[config.mk]
export PLATFORM = sky130hd
export DESIGN_NAME = spi_sector_erase_ctl
export DESIGN_NICKNAME = d
export VERILOG_FILES = /design/src/rtl/spi_erase_pkg.sv /design/src/rtl/spi_pin_sync.sv /design/src/rtl/spi_shift_in.sv /design/src/rtl/erase_sequencer.sv /design/src/rtl/spi_sector_erase_ctl.sv
export SDC_FILE = /design/constraint.sdc
export NUM_CORES = 1
export LEC_CHECK = 0
export ABC_AREA = 1
export BUFFER_PORTS_ARGS = -buffer_cell sky130_fd_sc_hd__buf_2
export CORE_MARGIN = 1.5
export CORE_UTILIZATION = 40
export CTS_BUF_LIST = sky130_fd_sc_hd__clkbuf_4 sky130_fd_sc_hd__clkbuf_8 sky130_fd_sc_hd__clkbuf_16
export CTS_CLUSTER_DIAMETER = 200
export DETAILED_ROUTE_END_ITERATION = 16
export GPL_ROUTABILITY_DRIVEN = 0
export PLACE_DENSITY = 0.55
export REMOVE_ABC_BUFFERS = 1
export SYNTH_ARGS = -nofsm -noshare
export SYNTH_HDL_FRONTEND = slang
export SYNTH_SLANG_ARGS = --single-unit
[constraint.sdc]
create_clock -name clk -period 3.8 [get_ports clk]
set_input_delay 1.14 -clock clk [delete_from_list [all_inputs] [get_ports clk]]
set_output_delay 1.14 -clock clk [all_outputs]
set_load 0.1 [all_outputs]
[src/rtl/spi_erase_pkg.sv]
package spi_erase_pkg;

    typedef enum logic [2:0] {
        CMD_IDLE,
        CMD_OPCODE,
        CMD_WREN,
        CMD_STATUS,
        CMD_ADDR,
        CMD_ADDR_FULL,
        CMD_ADDR_BAD,
        CMD_SKIP
    } cmd_state_t;

    typedef enum logic [1:0] {
        ER_IDLE,
        ER_REQ,
        ER_HOLD
    } er_state_t;

    localparam logic [7:0] OPC_WRITE_EN   = 8'h06;
    localparam logic [7:0] OPC_READ_STAT  = 8'h05;
    localparam logic [7:0] OPC_SECT_ERASE = 8'hD8;

    // Quarter / half / all protection against the top of the sector range.
    function automatic logic sector_locked(input logic [1:0] bp,
                                           input int unsigned sect,
                                           input int unsigned nsect);
        case (bp)
            2'b00:   return 1'b0;
            2'b01:   return sect >= nsect - nsect / 4;
            2'b10:   return sect >= nsect / 2;
            default: return 1'b1;
        endcase
    endfunction

endpackage

[src/rtl/spi_pin_sync.sv]
module spi_pin_sync #(
    parameter int               WIDTH   = 3,
    parameter logic [WIDTH-1:0] RST_VAL = '0
) (
    input  logic             clk,
    input  logic             rst_n,
    input  logic [WIDTH-1:0] din,
    output logic [WIDTH-1:0] dout
);
    logic [WIDTH-1:0] stage1;

    always_ff @(posedge clk or negedge rst_n) begin
        if (!rst_n) begin
            stage1 <= RST_VAL;
            dout   <= RST_VAL;
        end else begin
            stage1 <= din;
            dout   <= stage1;
        end
    end
endmodule

[src/rtl/spi_shift_in.sv]
module spi_shift_in #(
    parameter int WIDTH     = 17,
    parameter int CNT_W     = 6,
    parameter int PEEK_W    = 7,
    parameter int FIELD_LSB = 15,
    parameter int FIELD_W   = 2
) (
    input  logic               clk,
    input  logic               rst_n,
    input  logic               clear,
    input  logic               shift_en,
    input  logic               din,
    output logic [PEEK_W-1:0]  peek,
    output logic [FIELD_W-1:0] field,
    output logic [CNT_W-1:0]   bit_cnt
);
    logic [WIDTH-1:0] sh_q;

    always_ff @(posedge clk or negedge rst_n) begin
        if (!rst_n) begin
            sh_q    <= '0;
            bit_cnt <= '0;
        end else begin
            if (shift_en)
                sh_q <= {sh_q[WIDTH-2:0], din};
            if (clear)
                bit_cnt <= '0;
            else if (shift_en && bit_cnt != '1)
                bit_cnt <= bit_cnt + 1'b1;
        end
    end

    assign peek  = sh_q[PEEK_W-1:0];
    assign field = sh_q[FIELD_LSB +: FIELD_W];
endmodule

[src/rtl/erase_sequencer.sv]
module erase_sequencer
    import spi_erase_pkg::*;
#(
    parameter int ERASE_CYCLES = 1000,
    parameter int SECT_BITS    = 2
) (
    input  logic                 clk,
    input  logic                 rst_n,
    input  logic                 start,
    input  logic [SECT_BITS-1:0] start_sector,
    input  logic                 erase_done,
    output logic                 erase_req,
    output logic [SECT_BITS-1:0] erase_sector,
    output logic                 wip,
    output logic                 finish
);
    localparam int               CNT_W = $clog2(ERASE_CYCLES + 1);
    localparam logic [CNT_W-1:0] LAST  = CNT_W'(ERASE_CYCLES - 1);

    er_state_t            state, nxt;
    logic [CNT_W-1:0]     hold_cnt;
    logic [SECT_BITS-1:0] sect_q;

    always_ff @(posedge clk or negedge rst_n) begin
        if (!rst_n) begin
            state    <= ER_IDLE;
            hold_cnt <= '0;
            sect_q   <= '0;
        end else begin
            state <= nxt;
            if (state != ER_HOLD)
                hold_cnt <= '0;
            else
                hold_cnt <= hold_cnt + 1'b1;
            if (start && state == ER_IDLE)
                sect_q <= start_sector;
        end
    end

    always_comb begin
        nxt    = state;
        finish = 1'b0;
        unique case (state)
            ER_IDLE: if (start)      nxt = ER_REQ;
            ER_REQ:  if (erase_done) nxt = ER_HOLD;
            ER_HOLD: if (hold_cnt == LAST) begin
                nxt    = ER_IDLE;
                finish = 1'b1;
            end
            default: nxt = ER_IDLE;
        endcase
    end

    assign erase_req    = (state == ER_REQ);
    assign wip          = (state != ER_IDLE);
    assign erase_sector = sect_q;
endmodule

[src/rtl/spi_sector_erase_ctl.sv]
module spi_sector_erase_ctl
    import spi_erase_pkg::*;
#(
    parameter int ADDR_BITS    = 24,
    parameter int SECT_BITS    = 2,
    parameter int SECT_LSB     = 15,
    parameter int ERASE_CYCLES = 1000
) (
    input  logic                 clk,
    input  logic                 rst_n,
    input  logic                 spi_cs_n,
    input  logic                 spi_sck,
    input  logic                 spi_si,
    output logic                 spi_so,
    output logic                 spi_so_oe,
    input  logic [1:0]           bp_level,
    output logic                 erase_req,
    output logic [SECT_BITS-1:0] erase_sector,
    input  logic                 erase_done
);
    localparam int OP_BITS    = 8;
    localparam int FRAME_BITS = OP_BITS + ADDR_BITS;
    localparam int CNT_W      = $clog2(FRAME_BITS + 2);
    localparam int SECT_TOP   = SECT_LSB + SECT_BITS;
    localparam int PEEK_W     = OP_BITS - 1;
    localparam int SH_W       = (SECT_TOP > PEEK_W) ? SECT_TOP : PEEK_W;
    localparam int NUM_SECT   = 1 << SECT_BITS;

    // ---------------- pin sampling and edge events ----------------
    logic [2:0] pins_sync;
    logic       sck_lvl, cs_lvl, si_lvl, sck_prev, cs_prev;
    logic       sck_rise, sck_fall, cs_rise_evt, cs_fall_evt;

    spi_pin_sync #(.WIDTH(3), .RST_VAL(3'b010)) u_sync (
        .clk  (clk),
        .rst_n(rst_n),
        .din  ({spi_si, spi_cs_n, spi_sck}),
        .dout (pins_sync)
    );

    assign sck_lvl = pins_sync[0];
    assign cs_lvl  = pins_sync[1];
    assign si_lvl  = pins_sync[2];

    always_ff @(posedge clk or negedge rst_n) begin
        if (!rst_n) begin
            sck_prev <= 1'b0;
            cs_prev  <= 1'b1;
        end else begin
            sck_prev <= sck_lvl;
            cs_prev  <= cs_lvl;
        end
    end

    assign sck_rise    = sck_lvl & ~sck_prev & ~cs_lvl;
    assign sck_fall    = ~sck_lvl & sck_prev;
    assign cs_rise_evt = cs_lvl & ~cs_prev;
    assign cs_fall_evt = ~cs_lvl & cs_prev;

    // ---------------- input shifter ----------------
    logic [PEEK_W-1:0]    op_head;
    logic [SECT_BITS-1:0] addr_sect;
    logic [CNT_W-1:0]     bit_cnt;
    logic [7:0]           op_now;

    spi_shift_in #(
        .WIDTH(SH_W), .CNT_W(CNT_W), .PEEK_W(PEEK_W),
        .FIELD_LSB(SECT_LSB), .FIELD_W(SECT_BITS)
    ) u_shift (
        .clk     (clk),
        .rst_n   (rst_n),
        .clear   (cs_lvl),
        .shift_en(sck_rise),
        .din     (si_lvl),
        .peek    (op_head),
        .field   (addr_sect),
        .bit_cnt (bit_cnt)
    );

    assign op_now = {op_head, si_lvl};

    // ---------------- erase sequencer ----------------
    logic wip, er_start, er_finish;

    erase_sequencer #(.ERASE_CYCLES(ERASE_CYCLES), .SECT_BITS(SECT_BITS)) u_seq (
        .clk         (clk),
        .rst_n       (rst_n),
        .start       (er_start),
        .start_sector(addr_sect),
        .erase_done  (erase_done),
        .erase_req   (erase_req),
        .erase_sector(erase_sector),
        .wip         (wip),
        .finish      (er_finish)
    );

    // ---------------- command state machine ----------------
    cmd_state_t state, nxt;
    logic       wel_q, wel_set, er_abort, locked;

    assign locked = sector_locked(bp_level, 32'(addr_sect), NUM_SECT);

    always_ff @(posedge clk or negedge rst_n) begin
        if (!rst_n) state <= CMD_IDLE;
        else        state <= nxt;
    end

    always_comb begin
        nxt      = state;
        wel_set  = 1'b0;
        er_start = 1'b0;
        er_abort = 1'b0;
        unique case (state)
            CMD_IDLE: if (cs_fall_evt) nxt = CMD_OPCODE;
            CMD_OPCODE: begin
                if (cs_rise_evt)
                    nxt = CMD_IDLE;
                else if (sck_rise && bit_cnt == CNT_W'(OP_BITS - 1)) begin
                    if (wip && op_now != OPC_READ_STAT)
                        nxt = CMD_SKIP;
                    else begin
                        case (op_now)
                            OPC_WRITE_EN:   nxt = CMD_WREN;
                            OPC_READ_STAT:  nxt = CMD_STATUS;
                            OPC_SECT_ERASE: nxt = CMD_ADDR;
                            default:        nxt = CMD_SKIP;
                        endcase
                    end
                end
            end
            CMD_WREN: begin
                if (cs_rise_evt) begin
                    wel_set = 1'b1;
                    nxt     = CMD_IDLE;
                end else if (sck_rise)
                    nxt = CMD_SKIP;
            end
            CMD_STATUS: if (cs_rise_evt) nxt = CMD_IDLE;
            CMD_ADDR: begin
                if (cs_rise_evt) begin
                    er_abort = 1'b1;
                    nxt      = CMD_IDLE;
                end else if (sck_rise && bit_cnt == CNT_W'(FRAME_BITS - 1))
                    nxt = CMD_ADDR_FULL;
            end
            CMD_ADDR_FULL: begin
                if (cs_rise_evt) begin
                    if (wel_q && !locked) er_start = 1'b1;
                    else                  er_abort = 1'b1;
                    nxt = CMD_IDLE;
                end else if (sck_rise)
                    nxt = CMD_ADDR_BAD;
            end
            CMD_ADDR_BAD: begin
                if (cs_rise_evt) begin
                    er_abort = 1'b1;
                    nxt      = CMD_IDLE;
                end
            end
            CMD_SKIP: if (cs_rise_evt) nxt = CMD_IDLE;
            default:  nxt = CMD_IDLE;
        endcase
    end

    always_ff @(posedge clk or negedge rst_n) begin
        if (!rst_n)                     wel_q <= 1'b0;
        else if (er_finish || er_abort) wel_q <= 1'b0;
        else if (wel_set)               wel_q <= 1'b1;
    end

    // ---------------- status output ----------------
    logic [7:0] status_byte;
    logic [2:0] out_idx;
    logic       so_bit;

    assign status_byte = {6'b0, wel_q, wip};

    always_ff @(posedge clk or negedge rst_n) begin
        if (!rst_n) begin
            out_idx <= 3'd7;
            so_bit  <= 1'b0;
        end else if (state != CMD_STATUS) begin
            out_idx <= 3'd7;
        end else if (sck_fall) begin
            so_bit  <= status_byte[out_idx];
            out_idx <= out_idx - 3'd1;
        end
    end

    assign spi_so    = so_bit;
    assign spi_so_oe = (state == CMD_STATUS);
endmodule

== Word level (Yosys, flattened, before mapping) ==
Cells that the tools add are included.

* Add/sub/neg operators: 3
* Order comparisons: 3
* Eq/ne operators: 30
* Multiplexer cells: 37
* Bitwise gates (word level): 10
* Reduce and logical (&&, ||, !) cells: 20

{| class="wikitable"
|+ Operators by type and width
! cell !! number
|-
| $mux 3 || 13
|-
| $pmux 3 s6 || 1
|-
| $eq 8x3->1 const B || 2
|-
| $eq 3x3->1 const B || 4
|-
| $mux 1 || 12
|-
| $mux 6 || 2
|-
| $ne 3x3->1 const B || 4
|-
| $add 10x1->10 const B || 1
|-
| $eq 10x10->1 const B || 1
|-
| $mux 10 || 1
|-
| $pmux 3 s3 || 1
|-
| $eq 8x8->1 const B || 1
|-
| $ne 2x1->1 const B || 4
|-
| $ne 8x3->1 const B || 1
|-
| $reduce_bool 2->1 || 4
|-
| $add 6x1->6 const B || 1
|-
| $eq 3x2->1 const B || 2
|-
| $eq 6x3->1 const B || 1
|-
| $eq 6x5->1 const B || 1
|-
| $logic_and 1x1->1 || 6
|-
| $mux 2 || 3
|-
| $ne 6x6->1 const B || 1
|-
| $pmux 2 s3 || 1
|-
| $reduce_and 6->1 || 1
|-
| other kinds (21) || 34
|}

* Register bits: 53
* Bits of input ports: 8
* Output and inout bits: 5
* Logic and storage cells: 116

== Depth between registers and ports, before layout ==
* Depth after elaboration: 9
* Mapped depth: 10
* Mapped depth without buffers: 10

== Hierarchy ==
A second synthesis with hierarchy kept.

* Cells, all modules: 341
* Area, all modules: 2708.8 um^2

{| class="wikitable"
|+ Modules (own cells, without submodules)
! module !! times used !! cells each !! area each (um^2) !! sequential area each (um^2)
|-
| spi_shift_in || 1 || 123 || 1088.5 || 575.6
|-
| spi_sector_erase_ctl || 1 || 124 || 778.2 || 255.2
|-
| erase_sequencer || 1 || 88 || 689.4 || 350.3
|-
| spi_pin_sync || 1 || 6 || 152.6 || 152.6
|}

== Least setup slack after synthesis ==
OpenSTA, ideal clock, no wires.

* Path type: register to output
* Start: register u_seq.state[0]
* End: output erase_req
* Arrival time: 1697 ps
* Data required time: 2660 ps
* Path slack: 963 ps
* Cell stages (with the launch flop): 3
* Buffers on the path: 0
* Path through: dfrtp_1 inv_1 nor2_1

* Cells in the longest elaborated chain, start to end: 1

{| class="wikitable"
|+ RTL lines
! element !! line !! RTL
|-
| start, declared || erase_sequencer.sv:20 || <nowiki>er_state_t state, nxt;</nowiki>
|-
| start signal, assigned || erase_sequencer.sv:30 || <nowiki>state <= nxt;</nowiki>
|-
| $eq 2x1->1 || erase_sequencer.sv:54 || <nowiki>assign erase_req = (state == ER_REQ);</nowiki>
|-
| end, declared || spi_sector_erase_ctl.sv:17 || <nowiki>output logic erase_req,</nowiki>
|}

Every way passes these cells.

== Worst setup path after layout ==
* Start: register state[2]
* End: output spi_so_oe

* Cells in the longest elaborated chain, start to end: 1

{| class="wikitable"
|+ RTL lines
! element !! line !! RTL
|-
| start, declared || spi_sector_erase_ctl.sv:98 || <nowiki>cmd_state_t state, nxt;</nowiki>
|-
| start signal, assigned || spi_sector_erase_ctl.sv:105 || <nowiki>else state <= nxt;</nowiki>
|-
| $eq 3x2->1 || spi_sector_erase_ctl.sv:191 || <nowiki>assign spi_so_oe = (state == CMD_STATUS);</nowiki>
|-
| end, declared || spi_sector_erase_ctl.sv:15 || <nowiki>output logic spi_so_oe,</nowiki>
|}

Every way passes these cells.

==> flow_summary.yaml <==
outcome:
  status: "finished, final reports clean"
critical_path:
  r2r_end: "state[2]$_DFFE_PN0P_"
  crit_required_ps: 2660
  r2r_setup_slack_ps: 2300
  startpoint_type: "register"
  cp-end-kind: "output port"
  regToRegStartpoint: "u_shift.bit_cnt[0]$_DFFE_PN0P_"
  crit_arrival_ps: 1630
  crit_type: "register to output port"
  reg2reg_depth: 10
  path_max_fanout: 9
power_and_ir_drop:
  p_total_uw: 1480
  combPwrFrac_pct: 25.5
  p_per_area_nw_per_um2: 530
  internal_power_uw: 974
  switching_share_pct: 34.1
  p_switching_uw: 505
  worst_ir_drop_vdd_uv: 236
  clockPowerShare_pct: 27.0
  p_leak_uw: 0.00137
  p_seq_share_pct: 47.5
global_routing:
  track_usage_pct: 14.8
  first_global_vias: 1910
  grt_pass1_wl_um: 8420
  grt_overflow: 0
  grt_max_degree: 54
  antenna_found_initial: 0
yosys:
  ys_ff_latch: 53
  synth_top_cells_by_area: "dfrtp_1 (46%), nand2_1 (14%), dfstp_2 (6.2%)"
  async_flop_share_pct: 100
  yosysWarnings: 0
  syn_area_per_cell_um2: 8.32
  syn_area_um2: 2550
  synth_commonest_cells: "nand2_1 (96), dfrtp_1 (47), inv_1 (39)"
  synth_ff_type: "dfrtp_1"
  yosysTopAreaCell: "dfrtp_1"
  post-synth-top-count-cell: "nand2_1"
  synth_top_area_share_pct: 46.2
  synth_cell_types: 35
  syn_inst: 306
  ys_seq_area_share_pct: 52.4
  synth_edf_count: 0
clock_network:
  postCtsSetupBuffers: 0
  htree_levels: 2
  path_clk_slew_ps: 90
  cts-root-buf: "clkbuf_8"
  clk_latency_ps: 300
  cts_resized: 0
  cts_tree: "done"
  cts_inserted_buffers: 5
  cts.sinks: 53
  clock_path_buffers: 2
  cts_hold_buf: 0
placed_design:
  hpwl_um: 3180
  port-buffer-count: 12
  post-place-ws_ps: 1380
route:
  drc: 0
  first_iter_violations: 136
  drtAntennaViolNets: 0
  viasPerCell: 4.83
  detail_route.wl_per_cell_um: 11.4
  drtPass1Iterations: 4
  vias: 1918
  wirelength_um: 4530
layout:
  nets: 332
  area_growth_syn_to_layout_pct: 9.48
  n_fill_cell: 603
  drive_gt1_share_pct: 14.3
  diodes: 0
hold_path:
  hold_end: "u_sync.dout[0]$_DFF_PN0_"
  min_delay_path_depth: 0
  hp-class: "register to register"
  worst_hold_startpoint: "u_sync.stage1[0]$_DFF_PN0_"
timing:
  fin_crit_sh_pct: 72.9
  tns_ps: 0
  rsz0062_at_grt: "false"
  maxClockFrequency_mhz: 361
  fin_ws_ps: 1030
  worst_slew_pin_slew_ps: 667
  drv_slew: 0
  fin_crit_ps: 2770
  clock_skew_ps: 6.14
  hold_violations: 0
  finalSetupViolCount: 0
  maxSlewHeadroom_pct: 55.5
die:
  std_cell_rows: 28
  core_um2: 6030
  initial_utilization_pct: 42.3
  die_w_um: 82.8
  io-pin-count: 13
  die_area_um2: 6860
  die_h_um: 82.8
flow_run:
  cap_viol_max_count: 0
## metal layers
metal / GRT usage, % / vias to the layer above / share of wire, %
li1: - / 996 / -
met1: 20.1 / 890 / 50
met2: 22.9 / 23 / 46
met3: 3.08 / 9 / 2.6
met4: 6.52 / 0 / 1.6
met5: 0 / - / 0
## worst max-delay path by stage
stage,startpoint,end,depth (start not counted)
2_1_floorplan,u_seq.state[0]$_DFFE_PN0P_,erase_req,2
3_3_place_gp,state[2]$_DFFE_PN0P_,spi_so_oe,4
3_5_place_dp,state[2]$_DFFE_PN0P_,spi_so_oe,4
4_1_cts,state[2]$_DFFE_PN0P_,spi_so_oe,4
5_1_grt,state[2]$_DFFE_PN0P_,spi_so_oe,4
6_report,state[2]$_DFFE_PN0P_,spi_so_oe,4
## power by group through the flow
stage	Sequential, µW	Combinational (µW)	Clock [µW]
final	702	377	400
after global routing	712	446	437
after CTS	701	383	417
after detailed placement	711	380	0
after global placement	708	381	0
after floorplan	697	302	0
## cell usage in the layout (no fill, tap or decap), types with 2 or more instances in the layout
master,netlist,routed
nand3_1,11,11
nand2_2,6,6
o21ai_1,4,4
o21ai_0,23,23
nor2_2,3,3
a21oi_1,8,8
buf_4,2,2
buf_2,2,12
a31oi_1,2,2
nor3_1,8,8
dfrtp_1,47,47
ha_1,3,3
inv_1,39,39
nor2_1,23,23
nand2_1,96,96
o31ai_1,3,3
clkbuf_8,0,6
dfstp_2,6,6
inv_2,2,2
## worst max-delay path: stages (launching register included)
cell and delay, ps:
dfrtp_1 510, inv_1 140, nand3_1 150, inv_1 110
buf_2 420
## cell families (layout without fill, tap and decap cells)
kind of cell    Yosys count  after routing  share of synthesized area (%)
fa+ha+maj                 3              3                           1.47
flops                    53             53                           52.4
xor+xnor                  1              1                          0.344
compound gates           47             47                           11.1
buf+inv                  47             63                           7.91
simple gates            155            155                           26.9
## flip-flops by register name (all words and copies together), names as in the netlist
register and cells:
u_seq.hold_cnt 10, wel_q 1, u_shift.bit_cnt 6, u_seq.state 2
u_sync.dout 3, state 3, u_shift.sh_q 17, spi_so 1
out_idx 3, u_sync.stage1 3, cs_prev 1, sck_prev 1
u_seq.erase_sector 2
## cell type report
type	instances	area [µm²]	share of cell area, %
sequential	53	1330	47.8
inverter	41	154	5.52
timing repair buffer	14	75.1	2.69
clock inverter	2	37.5	1.35
clock buffer	6	82.6	2.96
multi-input combinational	206	1010	36.3
tap	75	93.8	3.36
## per-stage QoR
| step | util, % | hold WS, ps | cell area, µm² | std cells |
|---|---|---|---|---|
| 6_report | 46.3 | 357 | 2790 | 397 |
| 4_1_cts | 46.3 | 361 | 2790 | 397 |
| 2_1_floorplan | - | 331 | 2500 | 300 |
| 3_3_place_gp | 44.3 | 337 | 2670 | 389 |
| 5_1_grt | 46.3 | 370 | 2790 | 397 |
| 3_5_place_dp | 44.3 | 339 | 2670 | 389 |
Power figures use the tool's default switching activity.
